--- config.mk ---
export PLATFORM = sky130hd
export DESIGN_NAME = sd_cmd_issue_guard
export DESIGN_NICKNAME = d
export VERILOG_FILES = /design/src/rtl/sdcig_pkg.sv /design/src/rtl/sdcig_decode.sv /design/src/rtl/sdcig_busy.sv /design/src/rtl/sdcig_hold.sv /design/src/rtl/sdcig_err.sv /design/src/rtl/sd_cmd_issue_guard.sv
export SDC_FILE = /design/constraint.sdc
export NUM_CORES = 1
export LEC_CHECK = 0
export BUFFER_PORTS_ARGS = -buffer_cell sky130_fd_sc_hd__buf_2
export CAP_MARGIN = 15
export CORE_MARGIN = 10
export CORE_UTILIZATION = 37
export CTS_BUF_LIST = sky130_fd_sc_hd__clkbuf_4 sky130_fd_sc_hd__clkbuf_8
export DETAILED_ROUTE_END_ITERATION = 10
export SYNTH_ARGS = -nofsm -noshare
export SYNTH_HDL_FRONTEND = slang
export SYNTH_SLANG_ARGS = --single-unit
--- constraint.sdc ---
create_clock -name clk -period 1.6 [get_ports clk]
set_clock_uncertainty 0.1 [all_clocks]
set_input_delay 0.16 -clock clk [delete_from_list [all_inputs] [get_ports clk]]
set_output_delay 0.16 -clock clk [all_outputs]
set_load 0.005 [all_outputs]
--- src/rtl/sdcig_pkg.sv ---
package sdcig_pkg;
   typedef enum logic [1:0] {
      HOLD_OPEN  = 2'd0,
      HOLD_BLOCK = 2'd1,
      HOLD_COUNT = 2'd2
   } hold_state_t;
endpackage

--- src/rtl/sdcig_decode.sv ---
module sdcig_decode #(
   parameter int IDX_W         = 6,
   parameter int APP_W         = 2,
   parameter int STOP_IDX      = 12,
   parameter bit STOP_GUARD_EN = 1'b1
) (
   input  logic             wr,
   input  logic [IDX_W-1:0] idx,
   input  logic [APP_W-1:0] app,
   input  logic             data,
   input  logic             busy,
   output logic             accept,
   output logic             refuse
);
   logic stop_hit;

   generate
      if (STOP_GUARD_EN) begin : g_stop_guard
         assign stop_hit = data && (app == '0) && (idx == IDX_W'(STOP_IDX));
      end else begin : g_no_guard
         assign stop_hit = 1'b0;
      end
   endgenerate

   always_comb begin
      refuse = wr && (busy || stop_hit);
      accept = wr && !refuse;
   end
endmodule

--- src/rtl/sdcig_busy.sv ---
module sdcig_busy #(
   parameter int IDX_W = 6,
   parameter int APP_W = 2
) (
   input  logic             clk,
   input  logic             rst_n,
   input  logic             accept,
   input  logic             done,
   input  logic [IDX_W-1:0] idx,
   input  logic [APP_W-1:0] app,
   input  logic             data,
   output logic             busy,
   output logic             busy_fall,
   output logic             start,
   output logic [IDX_W-1:0] start_idx,
   output logic [APP_W-1:0] start_app,
   output logic             start_data
);
   assign busy_fall = busy && done;

   always_ff @(posedge clk) begin
      if (!rst_n) begin
         busy       <= 1'b0;
         start      <= 1'b0;
         start_idx  <= '0;
         start_app  <= '0;
         start_data <= 1'b0;
      end else begin
         start <= accept;
         if (accept) begin
            busy       <= 1'b1;
            start_idx  <= idx;
            start_app  <= app;
            start_data <= data;
         end else if (busy_fall) begin
            busy <= 1'b0;
         end
      end
   end

   assert_start_pulse_R2: assert property (@(posedge clk) disable iff (!rst_n)
      start |=> !start);
   assert_done_release_R4: assert property (@(posedge clk) disable iff (!rst_n)
      (busy && done) |=> !busy);
   assert_start_busy_R2: assert property (@(posedge clk) disable iff (!rst_n)
      accept |=> (busy && start));
endmodule

--- src/rtl/sdcig_hold.sv ---
module sdcig_hold
   import sdcig_pkg::*;
#(
   parameter int HOLD_CYCLES = 8
) (
   input  logic clk,
   input  logic rst_n,
   input  logic accept,
   input  logic busy_fall,
   input  logic clk_en,
   output logic div_ok
);
   localparam int CNT_W = $clog2(HOLD_CYCLES + 1);

   hold_state_t      state;
   logic [CNT_W-1:0] cnt;

   always_ff @(posedge clk) begin
      if (!rst_n) begin
         state  <= HOLD_OPEN;
         cnt    <= '0;
         div_ok <= 1'b1;
      end else if (accept) begin
         state  <= HOLD_BLOCK;
         cnt    <= '0;
         div_ok <= 1'b0;
      end else if (busy_fall) begin
         state <= HOLD_COUNT;
         cnt   <= CNT_W'(HOLD_CYCLES);
      end else if (state == HOLD_COUNT && clk_en) begin
         cnt <= cnt - 1'b1;
         if (cnt == CNT_W'(1)) begin
            state  <= HOLD_OPEN;
            div_ok <= 1'b1;
         end
      end
   end

   assert_reopen_on_pulse_R5: assert property (@(posedge clk) disable iff (!rst_n)
      $rose(div_ok) |-> $past(clk_en));
   assert_block_on_start_R3: assert property (@(posedge clk) disable iff (!rst_n)
      accept |=> !div_ok);
   assert_restart_R9: assert property (@(posedge clk) disable iff (!rst_n)
      (accept && state == HOLD_COUNT) |=> (state == HOLD_BLOCK));
endmodule

--- src/rtl/sdcig_err.sv ---
module sdcig_err (
   input  logic clk,
   input  logic rst_n,
   input  logic set,
   input  logic clr,
   output logic err
);
   always_ff @(posedge clk) begin
      if (!rst_n)   err <= 1'b0;
      else if (set) err <= 1'b1;
      else if (clr) err <= 1'b0;
   end

   assert_err_sticky_R8: assert property (@(posedge clk) disable iff (!rst_n)
      (err && !clr) |=> err);
   assert_err_set_R6: assert property (@(posedge clk) disable iff (!rst_n)
      set |=> err);
endmodule

--- src/rtl/sd_cmd_issue_guard.sv ---
module sd_cmd_issue_guard #(
   parameter int IDX_W         = 6,
   parameter int APP_W         = 2,
   parameter int STOP_IDX      = 12,
   parameter bit STOP_GUARD_EN = 1'b1,
   parameter int HOLD_CYCLES   = 8
) (
   input  logic             clk,
   input  logic             rst_n,
   input  logic             cmd_wr,
   input  logic [IDX_W-1:0] cmd_idx,
   input  logic [APP_W-1:0] cmd_app,
   input  logic             cmd_data,
   input  logic             err_clr,
   input  logic             seq_done,
   input  logic             card_clk_en,
   output logic             cmd_start,
   output logic [IDX_W-1:0] start_idx,
   output logic [APP_W-1:0] start_app,
   output logic             start_data,
   output logic             cmd_busy,
   output logic             div_wr_ok,
   output logic             illegal_err
);
   generate
      if (HOLD_CYCLES < 1) begin : g_bad_hold
         $error("HOLD_CYCLES must be at least 1");
      end
      if (STOP_IDX >= (1 << IDX_W) || STOP_IDX < 0) begin : g_bad_stop
         $error("STOP_IDX does not fit in IDX_W bits");
      end
   endgenerate

   logic accept;
   logic refuse;
   logic busy_fall;

   sdcig_decode #(
      .IDX_W(IDX_W), .APP_W(APP_W), .STOP_IDX(STOP_IDX), .STOP_GUARD_EN(STOP_GUARD_EN)
   ) u_decode (
      .wr(cmd_wr), .idx(cmd_idx), .app(cmd_app), .data(cmd_data),
      .busy(cmd_busy), .accept(accept), .refuse(refuse)
   );

   sdcig_busy #(.IDX_W(IDX_W), .APP_W(APP_W)) u_busy (
      .clk(clk), .rst_n(rst_n), .accept(accept), .done(seq_done),
      .idx(cmd_idx), .app(cmd_app), .data(cmd_data),
      .busy(cmd_busy), .busy_fall(busy_fall), .start(cmd_start),
      .start_idx(start_idx), .start_app(start_app), .start_data(start_data)
   );

   sdcig_hold #(.HOLD_CYCLES(HOLD_CYCLES)) u_hold (
      .clk(clk), .rst_n(rst_n), .accept(accept), .busy_fall(busy_fall),
      .clk_en(card_clk_en), .div_ok(div_wr_ok)
   );

   sdcig_err u_err (
      .clk(clk), .rst_n(rst_n), .set(refuse), .clr(err_clr), .err(illegal_err)
   );

   assert_busy_write_R6: assert property (@(posedge clk) disable iff (!rst_n)
      (cmd_wr && cmd_busy) |=> (illegal_err && !cmd_start));
   assert_busy_blocks_R3: assert property (@(posedge clk) disable iff (!rst_n)
      cmd_busy |-> !div_wr_ok);
   assert_idle_done_R10: assert property (@(posedge clk) disable iff (!rst_n)
      (seq_done && !cmd_busy && !cmd_wr) |=> (!cmd_busy && $stable(div_wr_ok)));

   generate
      if (STOP_GUARD_EN) begin : g_stop_chk
         assert_stop_reject_R7: assert property (@(posedge clk) disable iff (!rst_n)
            (cmd_wr && cmd_data && cmd_app == '0 && cmd_idx == IDX_W'(STOP_IDX))
               |=> (!cmd_start && illegal_err));
      end
   endgenerate
endmodule

# Yosys cells after proc, flatten, opt, wreduce, memory -nomap -nowiden
# Index checks and enable logic that the tools add are counted.
[totals] register_bits=19 latchBits=0 ram_bits=0 rom_bits=0 inputBits=15 output_inout_bits=13 elab_cells=53 n_memories=0
[op_classes] addsub=1 mul=0 n_div=0 n_lt_le_gt_ge=0 n_eq_ne=4 shifts=0 n_mux=14 bitwise_logic=1 reduce_logical=22
[ops] op="nonzero test 2 bit" n=6
[ops] op="two-way mux 1 bit" n=9
[ops] op="two-way mux 4 bit" n=2
[ops] op="== test 6 x 4 -> 1 bit (second input constant)" n=1
[ops] op="logical AND 1 bit" n=6
[ops] op="two-way mux 2 bit" n=3
[ops] op="nonzero test 3 bit" n=2
[ops] op="== test 4 x 1 -> 1 bit (second input constant)" n=1
[ops] op="AND reduction 2 bit" n=2
[ops] op="subtractor 4 x 1 -> 4 bit (second input constant)" n=1
[ops] op="AND reduction 3 bit" n=1
[ops] op="OR reduction 3 bit" n=1
[ops] op="== test 2 bit (second input constant)" n=1
[ops] op="zero test 2 bit" n=1
[ops] op="!= test 2 x 1 -> 1 bit (second input constant)" n=1
[ops] op="OR reduction 2 bit" n=1
[ops] op="zero test 1 bit" n=1
[ops] op="logical OR 1 bit" n=1
[ops] op="NOT 1 bit" n=1

# Longest topological paths before layout
[logic_depth] depth_word=9 depth_mapped=5 ltp_nobuf=5

# Modules after synthesis
# Synthesis repeated with hierarchy kept, for this count alone.
[unflattened] cells_unflattened=82 area_unflattened_um2=847.1
[by_module_without_submodules] module="sdcig_busy" instances=1 cells_per_inst=35 area_per_inst_um2=409.1
[by_module_without_submodules] module="sdcig_hold" instances=1 cells_per_inst=36 area_per_inst_um2=332.8
[by_module_without_submodules] module="sdcig_decode" instances=1 cells_per_inst=8 area_per_inst_um2=63.8
[by_module_without_submodules] module="sdcig_err" instances=1 cells_per_inst=3 area_per_inst_um2=41.3

# Least setup slack after synthesis
# OpenSTA, ideal clock, no wires.
[synth_timing] path_type="register to register" start="register u_busy.busy" end="register u_hold.div_ok" setup_time_ns=0.122 arrival_time_ns=1.116 required_time_ns=1.378 path_slack_ns=0.262 path_stages_with_launch=5 n_path_buf=1 synth_period_minus_slack_ns=1.338 path_cell_list="dfxtp_1 -> and2_1 -> clkbuf_1 -> nor4bb_1 -> o32a_1"
[synth_via] elab_chain_len=6
[synth_lines] item="from (decl)" line="sdcig_busy.sv:12" source="output logic busy,"
[synth_lines] item="from (signal assigned)" line="sdcig_busy.sv:23" source="busy <= 1'b0;"
[synth_lines] item="from (signal assigned)" line="sdcig_busy.sv:31" source="busy <= 1'b1;"
[synth_lines] item="from (signal assigned)" line="sdcig_busy.sv:36" source="busy <= 1'b0;"
[synth_lines] item="logical OR 1 bit" line="sdcig_decode.sv:26" source="refuse = wr && (busy || stop_hit);"
[synth_lines] item="logical AND 1 bit" line="sdcig_decode.sv:26"
[synth_lines] item="zero test 1 bit" line="sdcig_decode.sv:27" source="accept = wr && !refuse;"
[synth_lines] item="logical AND 1 bit" line="sdcig_decode.sv:27"
[synth_lines] item="!= test 2 x 1 -> 1 bit (no line) or nonzero test 2 bit (tied branches)"
[synth_lines] item="AND reduction 3 bit (no line)"
[synth_lines] item="to (signal assigned)" line="sdcig_hold.sv:22" source="div_ok <= 1'b1;"
[synth_lines] item="to (signal assigned)" line="sdcig_hold.sv:26" source="div_ok <= 1'b0;"
[synth_lines] item="to (signal assigned)" line="sdcig_hold.sv:34" source="div_ok <= 1'b1;"
[synth_lines] item="to (decl)" line="sdcig_hold.sv:11" source="output logic div_ok"
# Several ways; a longest one is shown, not always the timed one.
# A chain may end at the register's enable or synchronous reset.

# Worst setup path after layout
[layout_timing] start="input seq_done" end="register u_hold.div_ok"
[layout_via] elab_chain_len=3
[layout_lines] item="from (decl)" line="sd_cmd_issue_guard.sv:15" source="input logic seq_done,"
[layout_lines] item="logical AND 1 bit" line="sdcig_busy.sv:19" source="assign busy_fall = busy && done;"
[layout_lines] item="!= test 2 x 1 -> 1 bit (no line)"
[layout_lines] item="AND reduction 3 bit (no line)"
# No other way between the ends.

==> impl_metrics.toml <==
[cells_and_area]
n_fill_cell = 258
layout_common_cells = "buf_2 (27), dfxtp_1 (19), nand3_1 (8)"
final_area_mm2 = 0.00118
layout.nets = 146
final_common_cell = "buf_2"
num_antenna_cells = 0
fin_cells = 158
drive_above_1_share_pct = 36.7
syn2layout_area_growth_pct = 23.4

[global_route]
grt_overflow = 0
grt_usage_pct = 9.88
grt_pass1_vias = 924
grt_max_degree = 16
antenna_found_initial = 0
grt_pass1_wl_um = 4200

[worst_setup_path]
cpPeakStageDelay_ns = 0.53
slowest_stage = "dlygate4sd3_1"
startpoint_type = "input pin"
cp-startpoint = "seq_done"
crit_fanout = 8
crit_chain = "dlygate4sd3_1 > buf_2 > and2_1 > nor4bb_2 > o32a_1"
cp-end-kind = "flop"
critPathArrivalTime_ns = 1.62
cp_num_buf_inv = 2
cp_top_family = "buffers and inverters"
critPathKind = "input pin to flop"
rr_startpoint = "u_busy.busy$_SDFFE_PN0P_"
crit_required_ns = 1.75

[yosys]
synth_ff_type = "dfxtp_1"
synth_edf_count = 0
ys_seq_area_share_pct = 39.7
syn_inst = 97
synth_top_area_cell = "dfxtp_1"
async_flop_share_pct = 0
ys_top_cells_by_area = "dfxtp_1 (40%), nor4b_4 (5.0%), nand3_1 (4.2%), nand4b_1 (3.7%), and3_1 (3.3%)"
netlist.area_leader.share_pct = 39.7
ys_seq_elements = 19
yosys_warnings = 0
syn_area_per_cell_um2 = 9.88
postSynthNetCount = 114
synth_area_um2 = 958
synthDistinctLibCells = 38

[clocking]
worst_skew_pair.late_latency_ns = 0.30
numCtsBuffers = 3
path_clk_slew_ns = 0.11
post_cts_buffers = 0
cts_root_buf = "clkbuf_4"
clk_path_buf_depth = 2
cts_num_sinks = 19
cts.htree.levels = 1
cts_tree = "yes"

[power]
power_density_mw_per_mm2 = 807
peakVddDrop_uv = 466
power.leakage_nw = 0.537
clkPwrFrac_pct = 27.9
seqPwrFrac_pct = 54.8
p_int_uw = 699
switchingPower_uw = 255
power_frac_comb_pct = 17.3
swShare_pct = 26.7

[place]
place_inst = 153
dp_hpwl_um = 1850
pre_cts_ws_ns = 0.0940
dpl_cell_area_mm2 = 0.00113
port_buffers = 27
gp_congestion = 0.734

[timing]
maxSlewHeadroom_pct = 77.7
setup_violations = 0
maxSlewViolCount = 0
worst_pin_slew_ns = 0.334
period_minus_slack_ns = 1.47
fmax_mhz = 680
setup_ws_ns = 0.130
rsz0062_at_grt = "false"
final.period_utilization_pct = 91.9
tns_ns = 0
hold_viol_final = 0

[route]
drtIter0Drc = 44
dr.pass1.iters = 4
postRouteAntennaNets = 0
num_vias = 872
routedWlPerCell_um = 14.9
drcViolationCount = 0
routed_via_density = 5.52
wl_um = 2360

[outcome]
status = "completed"

[hold_path]
hp-class = "input pin to flop"
hold_start = "cmd_idx[3]"

[floorplanning]
die_area_mm2 = 0.00503
num_rows = 18
ios = 28
start_util_pct = 38.7
core_mm2 = 0.00248
die_height_um = 70.9
die_w_um = 70.9

[job]
maxCapViolCount = 0
==> area by class of cell <==
cell class                      instances  area [µm²]  share of cell area [%]
Clock buffer                            4        30.0                    2.54
Sequential cell                        19         380                    32.2
Tap cell                               30        37.5                    3.17
Timing Repair Buffer                   32         175                    14.8
Inverter                                5        18.8                    1.59
Multi-Input combinational cell         68         541                    45.7
==> per-stage QoR <==
| step | hold slack [ns] | utilization [%] | power, mW |
|---|---|---|---|
| finish | 0.0644 | 47.7 | 0.954 |
| global route | 0.0666 | 47.7 | 1.01 |
| CTS | 0.0553 | 47.4 | 0.969 |
| detailed placement | 0.270 | 45.8 | 0.698 |
| global placement | 0.262 | 45.8 | 0.693 |
| floorplan | 0.154 | - | 0.618 |
==> cell families after synthesis <==
logic type / Yosys count / share of synthesized area, %
adder cells (fa/ha/maj): 2 / 2.61
flip-flops: 19 / 39.7
AND/OR/NAND/NOR: 42 / 29.8
AO/OA/AOI/OAI: 22 / 21.3
XOR/XNOR: 2 / 1.83
buffers and inverters: 10 / 4.83
==> sequential cells by signal, indices dropped and copies added (netlist names) <==
register,flops
u_hold.div_ok,1
u_busy.start_idx,6
u_hold.state,2
u_hold.cnt,4
u_busy.busy,1
u_busy.start_app,2
u_busy.start_data,1
u_busy.start,1
u_err.err,1
==> path summary, 6_finish.rpt <==
kind	to	slack, ns	depth (start not counted)
worst min register to register	u_hold.state[0]$_SDFFE_PN0P_	0.41	2
worst min-delay path	u_busy.start_idx[3]$_SDFFE_PN0P_	0.06	3
worst max-delay path	u_hold.div_ok$_SDFFE_PN1P_	0.13	5
worst max register to register	u_hold.div_ok$_SDFFE_PN1P_	0.22	3
==> worst min-delay path: cells and delay by family <==
family	cells	cell delay, ns
simple gates	2	0.18
buf+inv	1	0.11
==> synthesized netlist by cell type (3+ instances only) <==
master	number
a21o_1	3
dfxtp_1	19
nor3_1	3
clkbuf_1	3
inv_1	5
and3_1	5
nor2_1	4
nand3_1	8
nand2_1	5
nand4b_1	4
o311a_1	3
==> power by group through the flow <==
stage	sequential [mW]	combinational (mW)	clock [mW]
finish	0.523	0.165	0.266
detailed placement	0.534	0.164	0
global route	0.529	0.184	0.297
global placement	0.531	0.161	0
CTS	0.523	0.167	0.279
floorplan	0.533	0.0853	0
==> what timing repair did <==
action / in CTS / in global routing
endpoints found under the hold margin: 1 / 0
resized for setup: 0 / 2
hold buffers: 1 / 0
endpoints found under the setup margin: 0 / 7
==> layer usage <==
layer / part of all wire (%) / up-vias / track usage [%]
met4: 2.0 / 0 / 5.16
met3: 5.6 / 4 / 3.07
li1: - / 436 / -
met1: 44 / 412 / 11.0
met2: 49 / 20 / 16.4
met5: 0 / - / 0
(Power assumes the default switching activity.)
